[config.mk]
export PLATFORM = sky130hd
export DESIGN_NAME = ssm_stutter_fsm
export DESIGN_NICKNAME = d
export VERILOG_FILES = /design/src/rtl/ssm_pkg.sv /design/src/rtl/ssm_select.sv /design/src/rtl/ssm_fast_path.sv /design/src/rtl/ssm_slow_path.sv /design/src/rtl/ssm_observer.sv /design/src/rtl/ssm_stutter_fsm.sv
export SDC_FILE = /design/constraint.sdc
export NUM_CORES = 1
export LEC_CHECK = 0
export BUFFER_PORTS_ARGS = -buffer_cell sky130_fd_sc_hd__buf_4
export CORE_ASPECT_RATIO = 1.75
export CORE_UTILIZATION = 58
export DETAILED_ROUTE_END_ITERATION = 6
export GPL_TIMING_DRIVEN = 0
export PLACE_DENSITY = 0.9
export REMOVE_ABC_BUFFERS = 1
export SLEW_MARGIN = 10
export SYNTH_ARGS = -nofsm -noshare
export SYNTH_HDL_FRONTEND = slang
export SYNTH_SLANG_ARGS = --single-unit
[constraint.sdc]
create_clock -name clk_i -period 4.75 [get_ports clk_i]
set_input_delay 0.95 -clock clk_i [delete_from_list [all_inputs] [get_ports clk_i]]
set_output_delay 0.95 -clock clk_i [all_outputs]
set_load 0.03 [all_outputs]
[src/rtl/ssm_pkg.sv]
package ssm_pkg;

  // Decoded role of the current cycle.
  typedef enum logic [1:0] {
    PATH_IDLE   = 2'd0,
    PATH_FAST   = 2'd1,
    PATH_LAUNCH = 2'd2,
    PATH_FINISH = 2'd3
  } ssm_path_e;

  // Predicate variants chosen by parameter.
  localparam int SEL_BIT0   = 0;
  localparam int SEL_PARITY = 1;

endpackage

[src/rtl/ssm_select.sv]
module ssm_select #(
  parameter int DATA_W   = 16,
  parameter int SEL_MODE = 0
) (
  input  logic [DATA_W-1:0] acc_i,
  input  logic [DATA_W-1:0] arg_i,
  output logic              slow_o
);
  import ssm_pkg::*;

  generate
    if (SEL_MODE == SEL_PARITY) begin : g_parity
      assign slow_o = ^(acc_i ^ arg_i);
    end else begin : g_bit0
      logic unused_arg;
      assign unused_arg = ^arg_i;
      assign slow_o     = acc_i[0];
    end
  endgenerate

endmodule

[src/rtl/ssm_fast_path.sv]
module ssm_fast_path #(
  parameter int DATA_W = 16
) (
  input  logic [DATA_W-1:0] acc_i,
  input  logic [DATA_W-1:0] arg_i,
  output logic [DATA_W-1:0] acc_o
);

  assign acc_o = acc_i + arg_i;

endmodule

[src/rtl/ssm_slow_path.sv]
module ssm_slow_path #(
  parameter int DATA_W      = 16,
  parameter int SLOW_ROUNDS = 2
) (
  input  logic              clk_i,
  input  logic              rst_ni,
  input  logic [DATA_W-1:0] acc_i,
  input  logic [DATA_W-1:0] arg_i,
  input  logic              launch_i,
  input  logic              finish_i,
  input  logic              flush_i,
  output logic              busy_o,
  output logic [DATA_W-1:0] acc_o
);

  localparam int NSTAGE = SLOW_ROUNDS + 1;

  logic [DATA_W-1:0] chain [NSTAGE];
  logic [DATA_W-1:0] pipe_q;
  logic              busy_q;

  assign chain[0] = acc_i;

  // Unrolled mixing rounds: x = rotl1((5x) ^ arg).
  for (genvar r = 0; r < SLOW_ROUNDS; r++) begin : g_round
    logic [DATA_W-1:0] mul5;
    logic [DATA_W-1:0] mixed;
    assign mul5         = chain[r] + (chain[r] << 2);
    assign mixed        = mul5 ^ arg_i;
    assign chain[r + 1] = {mixed[DATA_W-2:0], mixed[DATA_W-1]};
  end

  always_ff @(posedge clk_i or negedge rst_ni) begin
    if (!rst_ni) begin
      pipe_q <= '0;
      busy_q <= 1'b0;
    end else if (flush_i) begin
      busy_q <= 1'b0;
    end else if (launch_i) begin
      pipe_q <= chain[SLOW_ROUNDS];
      busy_q <= 1'b1;
    end else if (finish_i) begin
      busy_q <= 1'b0;
    end
  end

  assign busy_o = busy_q;
  assign acc_o  = pipe_q;

endmodule

[src/rtl/ssm_observer.sv]
module ssm_observer #(
  parameter int DATA_W = 16
) (
  input  ssm_pkg::ssm_path_e path_i,
  input  logic [DATA_W-1:0]  acc_i,
  input  logic               halt_i,
  output logic [DATA_W-1:0]  result_o,
  output logic               result_valid_o,
  output logic               halted_o,
  output logic               stutter_o
);
  import ssm_pkg::*;

  // The state shown during a launch cycle reappears in the finish cycle;
  // only the finish cycle reports it.
  assign stutter_o      = (path_i == PATH_LAUNCH);
  assign result_valid_o = !stutter_o &&
                          ((path_i == PATH_FAST) || (path_i == PATH_FINISH));
  assign result_o       = acc_i;
  assign halted_o       = halt_i;

endmodule

[src/rtl/ssm_stutter_fsm.sv]
module ssm_stutter_fsm #(
  parameter int DATA_W      = 16,
  parameter int CNT_W       = 6,
  parameter int SLOW_ROUNDS = 2,
  parameter int SEL_MODE    = 0
) (
  input  logic              clk_i,
  input  logic              rst_ni,
  input  logic              load_i,
  input  logic [DATA_W-1:0] init_acc_i,
  input  logic [DATA_W-1:0] init_arg_i,
  input  logic [CNT_W-1:0]  init_cnt_i,
  input  logic              run_en_i,
  output logic [DATA_W-1:0] result_o,
  output logic              result_valid_o,
  output logic              halted_o,
  output logic              stutter_o
);
  import ssm_pkg::*;

  localparam logic [CNT_W-1:0] CNT_ONE = CNT_W'(1);

  logic [DATA_W-1:0] acc_q, arg_q;
  logic [CNT_W-1:0]  cnt_q;
  logic              halt_q;

  logic              sel_slow;
  logic              busy;
  logic [DATA_W-1:0] fast_acc, slow_acc, next_acc;
  logic              active, commit;
  ssm_path_e         path;

  ssm_select #(.DATA_W(DATA_W), .SEL_MODE(SEL_MODE)) u_sel (
    .acc_i (acc_q),
    .arg_i (arg_q),
    .slow_o(sel_slow)
  );

  ssm_fast_path #(.DATA_W(DATA_W)) u_fast (
    .acc_i(acc_q),
    .arg_i(arg_q),
    .acc_o(fast_acc)
  );

  ssm_slow_path #(.DATA_W(DATA_W), .SLOW_ROUNDS(SLOW_ROUNDS)) u_slow (
    .clk_i   (clk_i),
    .rst_ni  (rst_ni),
    .acc_i   (acc_q),
    .arg_i   (arg_q),
    .launch_i(path == PATH_LAUNCH),
    .finish_i(path == PATH_FINISH),
    .flush_i (load_i),
    .busy_o  (busy),
    .acc_o   (slow_acc)
  );

  // Cycle role decode: a pending slow result always finishes before the
  // predicate is consulted again.
  always_comb begin
    active = run_en_i && !load_i && !halt_q;
    if (!active)        path = PATH_IDLE;
    else if (busy)      path = PATH_FINISH;
    else if (sel_slow)  path = PATH_LAUNCH;
    else                path = PATH_FAST;
  end

  assign commit   = (path == PATH_FAST) || (path == PATH_FINISH);
  assign next_acc = (path == PATH_FINISH) ? slow_acc : fast_acc;

  // Main state register; its enable is low during a launch cycle.
  always_ff @(posedge clk_i or negedge rst_ni) begin
    if (!rst_ni) begin
      acc_q  <= '0;
      arg_q  <= '0;
      cnt_q  <= '0;
      halt_q <= 1'b1;
    end else if (load_i) begin
      acc_q  <= init_acc_i;
      arg_q  <= init_arg_i;
      cnt_q  <= init_cnt_i;
      halt_q <= (init_cnt_i == '0);
    end else if (commit) begin
      acc_q  <= next_acc;
      cnt_q  <= cnt_q - CNT_ONE;
      halt_q <= (cnt_q == CNT_ONE);
    end
  end

  ssm_observer #(.DATA_W(DATA_W)) u_obs (
    .path_i        (path),
    .acc_i         (acc_q),
    .halt_i        (halt_q),
    .result_o      (result_o),
    .result_valid_o(result_valid_o),
    .halted_o      (halted_o),
    .stutter_o     (stutter_o)
  );

endmodule

Yosys cells after proc, flatten, opt, wreduce, memory -nomap -nowiden
Cells that the tools add are included.

word-level totals
  bits in registers = 56
  latch bits = 0
  bits in writable memories = 0
  memory bits (read-only) = 0
  input bits = 42
  output and inout port bits = 19
  memories kept = 0

operators by class
  $add $sub $neg = 4
  multipliers = 0
  divide/modulo/power cells = 0
  $lt $le $gt $ge = 0
  equality and inequality tests = 4
  shifts and indexed selects = 0
  multiplexer cells = 13
  bitwise logic cells = 3
  reductions and logical operators = 11

operators by type and width
  kind                   number
  $add A16 B16 Y16       3
  $mux W16               3
  $xor A16 B16 Y16       2
  $mux W6                2
  $eq A6 B1 Y1 const B   1
  $logic_not A6 Y1       1
  $mux W2                3
  $sub A6 B1 Y6 const B  1
  $mux W1                5
  $eq A2 B2 Y1 const B   2
  $logic_and A1 B1 Y1    3
  $logic_not A1 Y1       3
  $reduce_bool A3 Y1     1
  $eq A2 B1 Y1 const B   1
  $reduce_and A2 Y1      1
  $reduce_bool A2 Y1     1
  $logic_or A1 B1 Y1     1
  $not A1 Y1             1

Depth between registers and ports, before layout
Gate-level depths: netlist of the first run.

  depth after elaboration = 8
  depth in mapped cells = 20
  depth with buffers taken out = 20

By module
From an unflattened synthesis of the first run, not the netlist that was laid out.

unflattened totals
  cell total of the unflattened synthesis = 569
  area total of the unflattened synthesis = 5,185.0 um^2

by module, submodules not included
  module           times used  cells each  area each (um^2)  seq. area each (um^2)
  ssm_stutter_fsm  1           205         2,113.3           977.2
  ssm_slow_path    1           237         2,073.2           425.4
  ssm_fast_path    1           107         853.3             0.0
  ssm_observer     1           19          137.6             0.0
  ssm_select       1           1           7.5               0.0

Worst setup path after synthesis of the first run
OpenSTA, ideal clock, no wires.

  path kind = reg2reg
  from = register acc_q[5]
  to = register u_slow.pipe_q[13], in the netlist u_slow.acc_o[13]
  arrival = 4.005 ns
  required time = 4.619 ns
  slack = 0.614 ns
  stages on the path, launching flop included = 21
  path buffers = 0
  clock period less this slack = 4.136 ns
  cell sequence = dfrtp_1 > ha_1 > o21a_1 > and3_1 > a2111oi_2 > o21bai_1 > a21o_1 > a21oi_2 > xnor2_1 > ha_1 > inv_1 > fa_1 > nor2b_1 > o21ai_1 > a21boi_1 > o21ai_1 > a21oi_1 > a31oi_1 > xnor2_1 > xnor2_1 > o21ai_1

on the way
  cells in the longest elaborated chain, start to end = 4

ends and longest elaborated chain
  element                 line                   source
  from (decl)             ssm_stutter_fsm.sv:23  logic [DATA_W-1:0] acc_q, arg_q;
  from (signal assigned)  ssm_stutter_fsm.sv:78  acc_q <= init_acc_i;
  from (signal assigned)  ssm_stutter_fsm.sv:83  acc_q <= next_acc;
  $add A16 B16 Y16        ssm_slow_path.sv:28    assign mul5 = chain[r] + (chain[r] << 2);
  $xor A16 B16 Y16        ssm_slow_path.sv:29    assign mixed = mul5 ^ arg_i;
  $add A16 B16 Y16        ssm_slow_path.sv:28
  $xor A16 B16 Y16        ssm_slow_path.sv:29
  to (signal assigned)    ssm_slow_path.sv:40    pipe_q <= chain[SLOW_ROUNDS];
  to (decl)               ssm_slow_path.sv:19    logic [DATA_W-1:0] pipe_q;

No other way between the ends.
A chain may end at the register's enable or synchronous reset.

Final worst setup path of the first run
Same ends and word-level chain as after synthesis.

==> out/results.ini, run 1 <==
[logic_synthesis]
synth_cell_type_count=55
syn-mean-instance-area_sq_um=9.063
synthesis.yosys.warnings=0
ys_seq_elements=56
asyncSetResetFlopFracSynth_pct=100.0
synth_edf_count=0
syn_area_sq_um=4541
seq_area_frac_synth_pct=30.89
postSynth.topFlopCell=sky130_fd_sc_hd__dfrtp_1
synthesis.instances=501

[timing]
final.min_clock_period_ns=4.575
timing.clock.skew_ns=0.009608
tns_ns=0
timing.final.ws_setup_ns=0.1750
worst-slew-pin-transition_ns=0.9336
grt_setup_unrepaired=false
hold_viol=0
final.period_utilization_pct=96.32
setup_viol_count_final=0
achievable-frequency_mhz=218.6
max-slew-margin-rel_pct=37.61
timing_max_transition_violations_final=0

[worst_setup_path]
cp.required_ns=4.91
worst-setup-path-type=reg -> reg
crit_path_start_kind=flop
critical_path.most_common_cell=sky130_fd_sc_hd__o21ai_1
critical_path_buf_inv_count=1
worst-path-max-fanout=5
critical_path_max_stage_delay_ns=0.48
path_cells=ha_1, o21a_1, and3_1, a2111oi_2, o21bai_1, a21o_1, a21oi_2, xnor2_2, ha_1, inv_1, fa_1, nor2b_1, o21ai_1, a21boi_1, o21ai_1, a21oi_2, a31oi_1, xnor2_1, xnor2_1, o21ai_1
crit_family=compound AO/OA/AOI/OAI gates
worstSetupEndpointType=flop
crit_arrival_ns=4.74
critical-path-slowest-cell=sky130_fd_sc_hd__dfrtp_1
rrSetupSlack_ns=0.17

[cells_and_area]
syn2layout_area_growth_pct=14.44
fillers=586
num_antenna_cells=0
fraction_of_final_layout_cells_sized_beyond_drive_strength_1_pct=20.29
postLayoutCellArea_sq_um=5196
design.final.nets=638
mostFrequentLayoutCells=sky130_fd_sc_hd__buf_4, sky130_fd_sc_hd__dfrtp_1, sky130_fd_sc_hd__nand2_1
most_common_library_cell_in_the_layout_ignoring_fill_and_taps=sky130_fd_sc_hd__buf_4

[routing]
post_drt_wl_per_cell_microns=17.78
route.detailed.vias_per_inst=6.217
drt.antenna.violating_nets=0
detailedRoute.firstIterationViolations=202
dr_total_vias=3979
first_pass_iters=4
remaining_routing_drc_violations=0
drt-total-wl_microns=11380

[pwr]
power_per_cell_area_nw_per_um2=601.4
finalPower_uw=3125
vdd_ir_drop_max_mv=0.3294
power.static_leakage_uw=0.002364

[clock_network]
cts_made_buffers=5
cts_setup_buffers=0
clock_sink_count=56
ctsLongestPathBuffers=2
insertion_delay_ns=0.31
cts.clk_slew.worst_paths_ns=0.08
tritoncts=done
cts-htree-levels=2
clock-root-buffer=sky130_fd_sc_hd__clkbuf_16

[placed_design]
postPlaceCellArea_sq_um=5034
finalWeightedCongestion=0.9540
place_hpwl_microns=8508
port_buffers=60
post-place-ws_ns=0.08359

[status]
run_status=completed

[floorplanning]
floorplan.io_pins=61
std_cell_rows=42
design.die.area_sq_um=8200
fp.dieH_microns=119.0
design.core.area_sq_um=7567
initial_core_util_pct=60.00
die-width_microns=68.89

[grt]
grt_antenna_before_repair=0
number_of_global_route_vias_before_repair=4087
grt_max_degree=57
grt-ovfl-total=0
global_route.usage.total_pct=30.80
grt_pass1_wl_microns=19000

[job]
drv.max_cap_violation_count=0

[hold_path]
hold_path.class=reg -> reg

final timing paths:
check,start,end,depth (start not counted)
setup / recovery,acc_q[5],u_slow.acc_o[13],20
hold / removal,u_slow.acc_o[5],u_slow.acc_o[5],2
setup reg to reg,acc_q[5],u_slow.acc_o[13],20
hold reg to reg,u_slow.acc_o[5],u_slow.acc_o[5],2
max in group asynchronous,rst_ni,acc_q[1],1
min in group asynchronous,rst_ni,arg_q[3],1
through the flow:
stage | std cells | util (%) | hold slack (ns)
after global placement | 632 | 66.52 | 0.4635
after floorplan | 484 | - | 0.4447
after detailed placement | 632 | 66.52 | 0.4732
after CTS | 640 | 68.50 | 0.4920
after global routing | 640 | 68.67 | 0.5151
final | 640 | 68.67 | 0.4862
flip-flops by register name, indices dropped and copies added (netlist names):
name,count
u_slow.acc_o,16
acc_q,16
halt_q,1
arg_q,16
cnt_q,6
u_slow.busy_o,1
worst min-delay path, stage by stage, from the launching register on:
cell and delay, ns:
sky130_fd_sc_hd__dfrtp_1 0.34, sky130_fd_sc_hd__nand2_1 0.05, sky130_fd_sc_hd__o21ai_0 0.06
synth_stat cells, drive strengths merged, types with 9 or more instances:
cell type  number  share of area, %
clkbuf         13               1.1
dfrtp          55                30
xnor2          51                11
o211ai          9               1.9
ha             42                12
inv            21               1.7
a21o           10               1.7
a21oi          44               5.1
xor2           21               4.2
nor2           20               1.7
nand2          53               4.4
mux2           18               4.5
o21ai          52               5.8
repair_timing:
action	4_1_cts	5_1_grt
hold buffers	0	0
resized for setup	0	3
endpoints found under the setup margin	0	2
layer usage:
metal | part of all wire [%] | GRT usage (%)
met3 | 4.4 | 6.226
met2 | 52 | 51.15
met4 | 6.9 | 22.83
met5 | 0 | 0
met1 | 37 | 32.37
power by group:
part	internal, uW	switching [uW]	total, uW	leakage (uW)
clock network	200	189	389	0.0000708
registers	582	113	695	0.000675
logic	936	1100	2040	0.00162
total	1720	1410	3120	0.00236
kinds of logic (layout without fill, tap and decap cells):
logic type      count (synthesis)  in the layout  share of synthesized area [%]
mux                            19             19                          4.684
compound gates                148            148                          20.75
buf+inv                        38             89                          3.224
flops                          56             56                          30.89
xor+xnor                       72             72                          14.96
fa+ha+maj                      45             45                          12.90
simple gates                  123            123                          12.59
cell type report:
| class | instances | area, sq um | area share (%) |
|---|---|---|---|
| Clock inverter | 3 | 25.02 | 0.4816 |
| Multi-Input combinational cell | 407 | 3003 | 57.79 |
| Sequential cell | 56 | 1404 | 27.02 |
| Clock buffer | 5 | 125.1 | 2.408 |
| Inverter | 21 | 78.83 | 1.517 |
| Tap cell | 88 | 110.1 | 2.119 |
| Timing Repair Buffer | 60 | 450.4 | 8.668 |
Note: power is estimated with default switching activity, not from simulation.
==> inputs of run 2 (changes only) <==
--- a/config.mk
+++ b/config.mk
@@ -8,11 +8,12 @@
 export BUFFER_PORTS_ARGS = -buffer_cell sky130_fd_sc_hd__buf_4
 export CORE_ASPECT_RATIO = 1.75
 export CORE_UTILIZATION = 58
+export CTS_BUF_LIST = sky130_fd_sc_hd__clkbuf_4 sky130_fd_sc_hd__clkbuf_8
 export DETAILED_ROUTE_END_ITERATION = 6
 export GPL_TIMING_DRIVEN = 0
 export PLACE_DENSITY = 0.9
 export REMOVE_ABC_BUFFERS = 1
-export SLEW_MARGIN = 10
+export SLEW_MARGIN = 5
 export SYNTH_ARGS = -nofsm -noshare
 export SYNTH_HDL_FRONTEND = slang
 export SYNTH_SLANG_ARGS = --single-unit
==> run 2 against run 1 <==
Sequential power barely moved. Sequential share of layout area rose by 0.31 points. Via count fell by 0.30%. Total power fell by 3.3%. Largest power group unchanged. Critical endpoint unchanged.
==> out/results.ini, run 2 (same netlist as run 1, synthesis figures left out) <==
[worst_setup_path]
cp.required_ns=4.95
critical-path-slowest-cell=sky130_fd_sc_hd__dfrtp_2
regToRegStartpoint=acc_q[5]
worst-path-max-fanout=5
worstSetupEndpointType=flop
rrSetupSlack_ns=0.22
worst_r2r_path_depth=20
crit_path_start_kind=flop
worst_setup_path_endpoint=u_slow.acc_o[13]
timing.rr.end=u_slow.acc_o[13]
path_cells=ha_1, o21a_1, and3_1, a2111oi_2, o21bai_2, a21o_1, a21oi_2, xnor2_2, ha_1, inv_1, fa_1, nor2b_1, o21ai_1, a21boi_1, o21ai_1, a21oi_2, a31oi_1, xnor2_1, xnor2_1, o21ai_1
critical_path.most_common_cell=sky130_fd_sc_hd__o21ai_1
worst-setup-path-type=reg -> reg
critical_path_max_stage_delay_ns=0.48
worst_setup_path_startpoint=acc_q[5]
crit_arrival_ns=4.73

[timing]
achievable-frequency_mhz=220.6
final.period_utilization_pct=95.42
worst-slew-pin-transition_ns=0.9420
hold_viol=0
grt_setup_unrepaired=false
tns_ns=0
timing.clock.skew_ns=0.01832
setup_viol_count_final=0
max-slew-margin-rel_pct=37.05
final.min_clock_period_ns=4.532
timing_max_transition_violations_final=0

[clock_network]
ctsHoldBuffers=0
cts_made_buffers=5
clock-root-buffer=sky130_fd_sc_hd__clkbuf_8
tritoncts=done
cts-htree-levels=2
ctsLongestPathBuffers=2
clock_sink_count=56
insertion_delay_ns=0.34
cts.clk_slew.worst_paths_ns=0.12

[grt]
grt-ovfl-total=0
number_of_global_route_vias_before_repair=4098
grt_max_degree=57
grt_antenna_before_repair=0
grt_pass1_wl_microns=18910
global_route.usage.total_pct=30.71

[floorplanning]
design.die.area_sq_um=8200
std_cell_rows=42
die-width_microns=68.89
design.core.area_sq_um=7567
initial_core_util_pct=60.00
fp.dieH_microns=119.0
floorplan.io_pins=61

[cells_and_area]
most_common_library_cell_in_the_layout_ignoring_fill_and_taps=sky130_fd_sc_hd__buf_4
mostFrequentLayoutCells=sky130_fd_sc_hd__buf_4, sky130_fd_sc_hd__nand2_1, sky130_fd_sc_hd__dfrtp_1
design.final.nets=638
syn2layout_area_growth_pct=13.34
postLayoutCellArea_sq_um=5146
fraction_of_final_layout_cells_sized_beyond_drive_strength_1_pct=20.83
final_cells=640
fillers=603
final_core_utilization_pct=68.01
num_antenna_cells=0

[routing]
dr_total_vias=3967
detailedRoute.firstIterationViolations=184
remaining_routing_drc_violations=0
wl_met3_microns=562
drt.antenna.violating_nets=0
top_layer=met4
met1_length_microns=4014
post_drt_wl_per_cell_microns=17.73
drt-total-wl_microns=11350
route.detailed.vias_per_inst=6.198
first_pass_iters=5
met2_length_microns=5953

[status]
run_status=completed

[placed_design]
postPlaceCellArea_sq_um=5034
place_hpwl_microns=8508
finalWeightedCongestion=0.9540
port_buffers=60
number_of_cells_after_detailed_placement=632

[pwr]
power.static_leakage_uw=0.002339
finalPower_uw=3023
power_per_cell_area_nw_per_um2=587.3
swShare_pct=46.15
power.share.combinational_pct=67.6
internal_power_uw=1628
net-switching-power_uw=1395
seqPwrFrac_pct=22.9
clock_power_share_pct=9.5
vdd_ir_drop_max_mv=0.3228

[hold_path]
hold_depth=2
hold_path.class=reg -> reg

[job]
drv.max_cap_violation_count=0

-- run 2: cell counts in the layout (fill, tap and decap cells not counted) --
Identical to the previous run, type by type.
-- run 2: power groups by stage --
stage / registers (uW) / clock network [uW] / logic, uW
3_5_place_dp: 698 / 0 / 2000
4_1_cts: 689 / 294 / 2010
6_report: 693 / 287 / 2040
5_1_grt: 707 / 309 / 2250
3_3_place_gp: 693 / 0 / 1930
2_1_floorplan: 707 / 0 / 1550
-- run 2: worst min path at each step --
stage	start	endpoint
global placement	u_slow.acc_o[9]	u_slow.acc_o[9]
floorplan	u_slow.acc_o[8]	u_slow.acc_o[8]
detailed placement	u_slow.acc_o[5]	u_slow.acc_o[5]
CTS	u_slow.acc_o[5]	u_slow.acc_o[5]
global route	u_slow.acc_o[4]	u_slow.acc_o[4]
finish	u_slow.acc_o[5]	u_slow.acc_o[5]
-- run 2: layout make-up --
| cell class | instances | area (sq um) | share of cell area, % |
|---|---|---|---|
| Clock inverter | 3 | 25.02 | 0.4863 |
| Timing Repair Buffer | 60 | 450.4 | 8.753 |
| Sequential cell | 56 | 1406 | 27.33 |
| Inverter | 21 | 78.83 | 1.532 |
| Multi-Input combinational cell | 407 | 3007 | 58.42 |
| Clock buffer | 5 | 68.82 | 1.337 |
| Tap cell | 88 | 110.1 | 2.140 |
-- run 2: metrics by stage --
step | setup slack (ns) | hold slack (ns)
6_report | 0.2176 | 0.4940
5_1_grt | 0.02000 | 0.5237
4_1_cts | 0.02855 | 0.5004
3_5_place_dp | 0.08359 | 0.4732
3_3_place_gp | 0.1336 | 0.4635
2_1_floorplan | 0.5974 | 0.4447
-- run 2: worst max-delay path, delay by kind of cell, from the launching register on --
family                   cells  cell delay (ns)
AO/OA/AOI/OAI               11             1.91
AND/OR/NAND/NOR              2             0.36
XOR/XNOR                     3             0.55
buffers and inverters        1             0.06
adder cells (fa/ha/maj)      3             1.03
flip-flops                   1             0.48
-- run 2: per-layer routing --
layer / track usage, % / vias to the layer above
met2: 50.73 / 132
met1: 31.66 / 1899
li1: - / 1875
met4: 24.49 / 0
met3: 6.322 / 61
met5: 0 / -
-- run 2: repair_timing --
| action | in CTS | in global routing |
|---|---|---|
| setup endpoints to repair | 0 | 2 |
| buffers inserted | 0 | 0 |
| gates resized for setup | 0 | 6 |
==> inputs of run 3 (changes only) <==
--- a/config.mk
+++ b/config.mk
@@ -17,3 +17,4 @@
 export SYNTH_ARGS = -nofsm -noshare
 export SYNTH_HDL_FRONTEND = slang
 export SYNTH_SLANG_ARGS = --single-unit
+export TNS_END_PERCENT = 10
==> constraint.sdc (replaced) <==
create_clock -name clk_i -period 4.5 [get_ports clk_i]
set_input_delay 0.9 -clock clk_i [delete_from_list [all_inputs] [get_ports clk_i]]
set_output_delay 0.9 -clock clk_i [all_outputs]
set_load 0.03 [all_outputs]
==> run 3 against run 2 <==
Worst setup slack got worse by 0.077 ns. Cell area increased by 3.8%. Total power up 9.7%. Register-to-register slack worse by 0.08 ns. Utilization is 2.6 points higher. Maximum frequency is 4.0% higher. Die area did not move. Global-route usage grew 0.27 points. Non-clock buffer count is 9 higher. Largest power group unchanged.
==> out/results.ini, run 3 (same netlist as run 1, synthesis figures left out) <==
[status]
run_status=completed

[clock_network]
cts-htree-levels=2
insertion_delay_ns=0.33
clock-root-buffer=sky130_fd_sc_hd__clkbuf_8
ctsLongestPathBuffers=2
ctsHoldBuffers=0
cts_made_buffers=5
tritoncts=done
clock_sink_count=56
cts.clk_slew.worst_paths_ns=0.12

[floorplanning]
initial_core_util_pct=60.00
die-width_microns=68.89
design.core.area_sq_um=7567
fp.dieH_microns=119.0
design.die.area_sq_um=8200
std_cell_rows=42
floorplan.io_pins=61

[routing]
remaining_routing_drc_violations=0
route.detailed.vias_per_inst=6.316
dr_total_vias=4099
first_pass_iters=4
drt-total-wl_microns=11880
detailedRoute.firstIterationViolations=245
drt.antenna.violating_nets=0
post_drt_wl_per_cell_microns=18.31

[timing]
hold_slack_ns=0.4949
final.period_utilization_pct=96.87
timing.clock.skew_ns=0.01776
setup_viol_count_final=0
achievable-frequency_mhz=229.4
timing_max_transition_violations_final=0
hold_viol=0
tns_ns=0
worst-slew-pin-transition_ns=0.9787
final.min_clock_period_ns=4.359
grt_setup_unrepaired=true
max-slew-margin-rel_pct=34.60

[cells_and_area]
final_core_utilization_pct=70.62
postLayoutCellArea_sq_um=5344
fraction_of_final_layout_cells_sized_beyond_drive_strength_1_pct=24.60
most_common_library_cell_in_the_layout_ignoring_fill_and_taps=sky130_fd_sc_hd__buf_4
syn2layout_area_growth_pct=17.69
mostFrequentLayoutCells=sky130_fd_sc_hd__buf_4, sky130_fd_sc_hd__nand2_1, sky130_fd_sc_hd__dfrtp_1
design.final.nets=647
num_antenna_cells=0

[grt]
grt_antenna_before_repair=0
grt-ovfl-total=0
global_route.usage.total_pct=30.98
grt_pass1_wl_microns=19130
grt_max_degree=57
globalRouteMet3Util_pct=5.556
number_of_global_route_vias_before_repair=4136
globalRouteMet2Util_pct=52.12
grt.met1_usage_pct=32.71
globalRoute.busiestLayer=met2

[job]
drv.max_cap_violation_count=0

[pwr]
seqPwrFrac_pct=22.3
net-switching-power_uw=1532
power.share.combinational_pct=68.5
swShare_pct=46.24
power_per_cell_area_nw_per_um2=620.2
power.static_leakage_uw=0.002382
internal_power_uw=1782
vdd_ir_drop_max_mv=0.3335
clock_power_share_pct=9.2
finalPower_uw=3314

[placed_design]
place_hpwl_microns=8508
port_buffers=60
postPlaceCellArea_sq_um=5034
finalWeightedCongestion=0.9540

[worst_setup_path]
worst_r2r_path_depth=20
timing.rr.end=u_slow.acc_o[13]
crit_arrival_ns=4.55
worst-path-max-fanout=5
rrSetupSlack_ns=0.14
worst-setup-path-type=reg -> reg
worstSetupEndpointType=flop
crit_path_start_kind=flop
cp.required_ns=4.70
regToRegStartpoint=acc_q[3]

[hold_path]
hold_start=u_slow.acc_o[5]
hold_depth=2
hold_path.class=reg -> reg
holdPathEnd=u_slow.acc_o[5]

-- run 3: worst max-delay path by stage --
stage	from	endpoint	slack [ns]
5_1_grt	acc_q[3]	u_slow.acc_o[13]	-0.03
4_1_cts	acc_q[3]	u_slow.acc_o[13]	0.0004
3_5_place_dp	acc_q[5]	u_slow.acc_o[13]	-0.17
6_report	acc_q[3]	u_slow.acc_o[13]	0.14
2_1_floorplan	acc_q[5]	u_slow.acc_o[13]	0.35
3_3_place_gp	acc_q[5]	u_slow.acc_o[13]	-0.12
-- run 3: metal layers --
metal,share of wire (%),wire length [microns]
met5,0,0
met3,5.5,653
met2,52,6164
met4,6.9,824
met1,36,4240
-- run 3: power groups by stage --
stage | combinational (uW) | sequential (uW) | clock, uW
2_1_floorplan | 1640 | 746 | 0
3_3_place_gp | 2030 | 732 | 0
3_5_place_dp | 2110 | 737 | 0
4_1_cts | 2160 | 728 | 311
5_1_grt | 2480 | 752 | 326
6_report | 2270 | 739 | 305
-- run 3: metrics by stage --
step	setup WS, ns	instances
6_report	0.1408	649
3_3_place_gp	-0.1164	632
2_1_floorplan	0.3474	484
3_5_place_dp	-0.1664	632
5_1_grt	-0.03159	649
4_1_cts	0.0003841	641
-- run 3: final cells by class --
cell class	instances	area [sq um]
sequential	56	1411
clock buffer	5	68.82
inverter	21	78.83
multi-input combinational	407	3132
timing repair buffer	69	518.0
fill	552	2223
clock inverter	3	25.02
tap	88	110.1
-- run 3: critical path: stages, from the launching register on --
cell	delay [ns]
sky130_fd_sc_hd__dfrtp_2	0.50
sky130_fd_sc_hd__ha_4	0.25
sky130_fd_sc_hd__a211oi_4	0.29
sky130_fd_sc_hd__o211ai_4	0.15
sky130_fd_sc_hd__a2111oi_4	0.38
sky130_fd_sc_hd__o21bai_2	0.13
sky130_fd_sc_hd__a21o_1	0.20
sky130_fd_sc_hd__a21oi_2	0.17
sky130_fd_sc_hd__xnor2_2	0.20
sky130_fd_sc_hd__ha_2	0.27
sky130_fd_sc_hd__inv_1	0.05
sky130_fd_sc_hd__fa_2	0.35
sky130_fd_sc_hd__nor2b_1	0.13
sky130_fd_sc_hd__o21ai_1	0.08
sky130_fd_sc_hd__a21boi_1	0.15
sky130_fd_sc_hd__o21ai_1	0.11
sky130_fd_sc_hd__a21oi_2	0.22
sky130_fd_sc_hd__a31oi_2	0.15
sky130_fd_sc_hd__xnor2_1	0.16
sky130_fd_sc_hd__xnor2_1	0.20
sky130_fd_sc_hd__o21ai_1	0.08
-- run 3: repair_timing --
action,in CTS,in global routing
setup endpoints to repair,2,3
pin swaps,3,8
gates resized for setup,9,18
buffers inserted,1,8
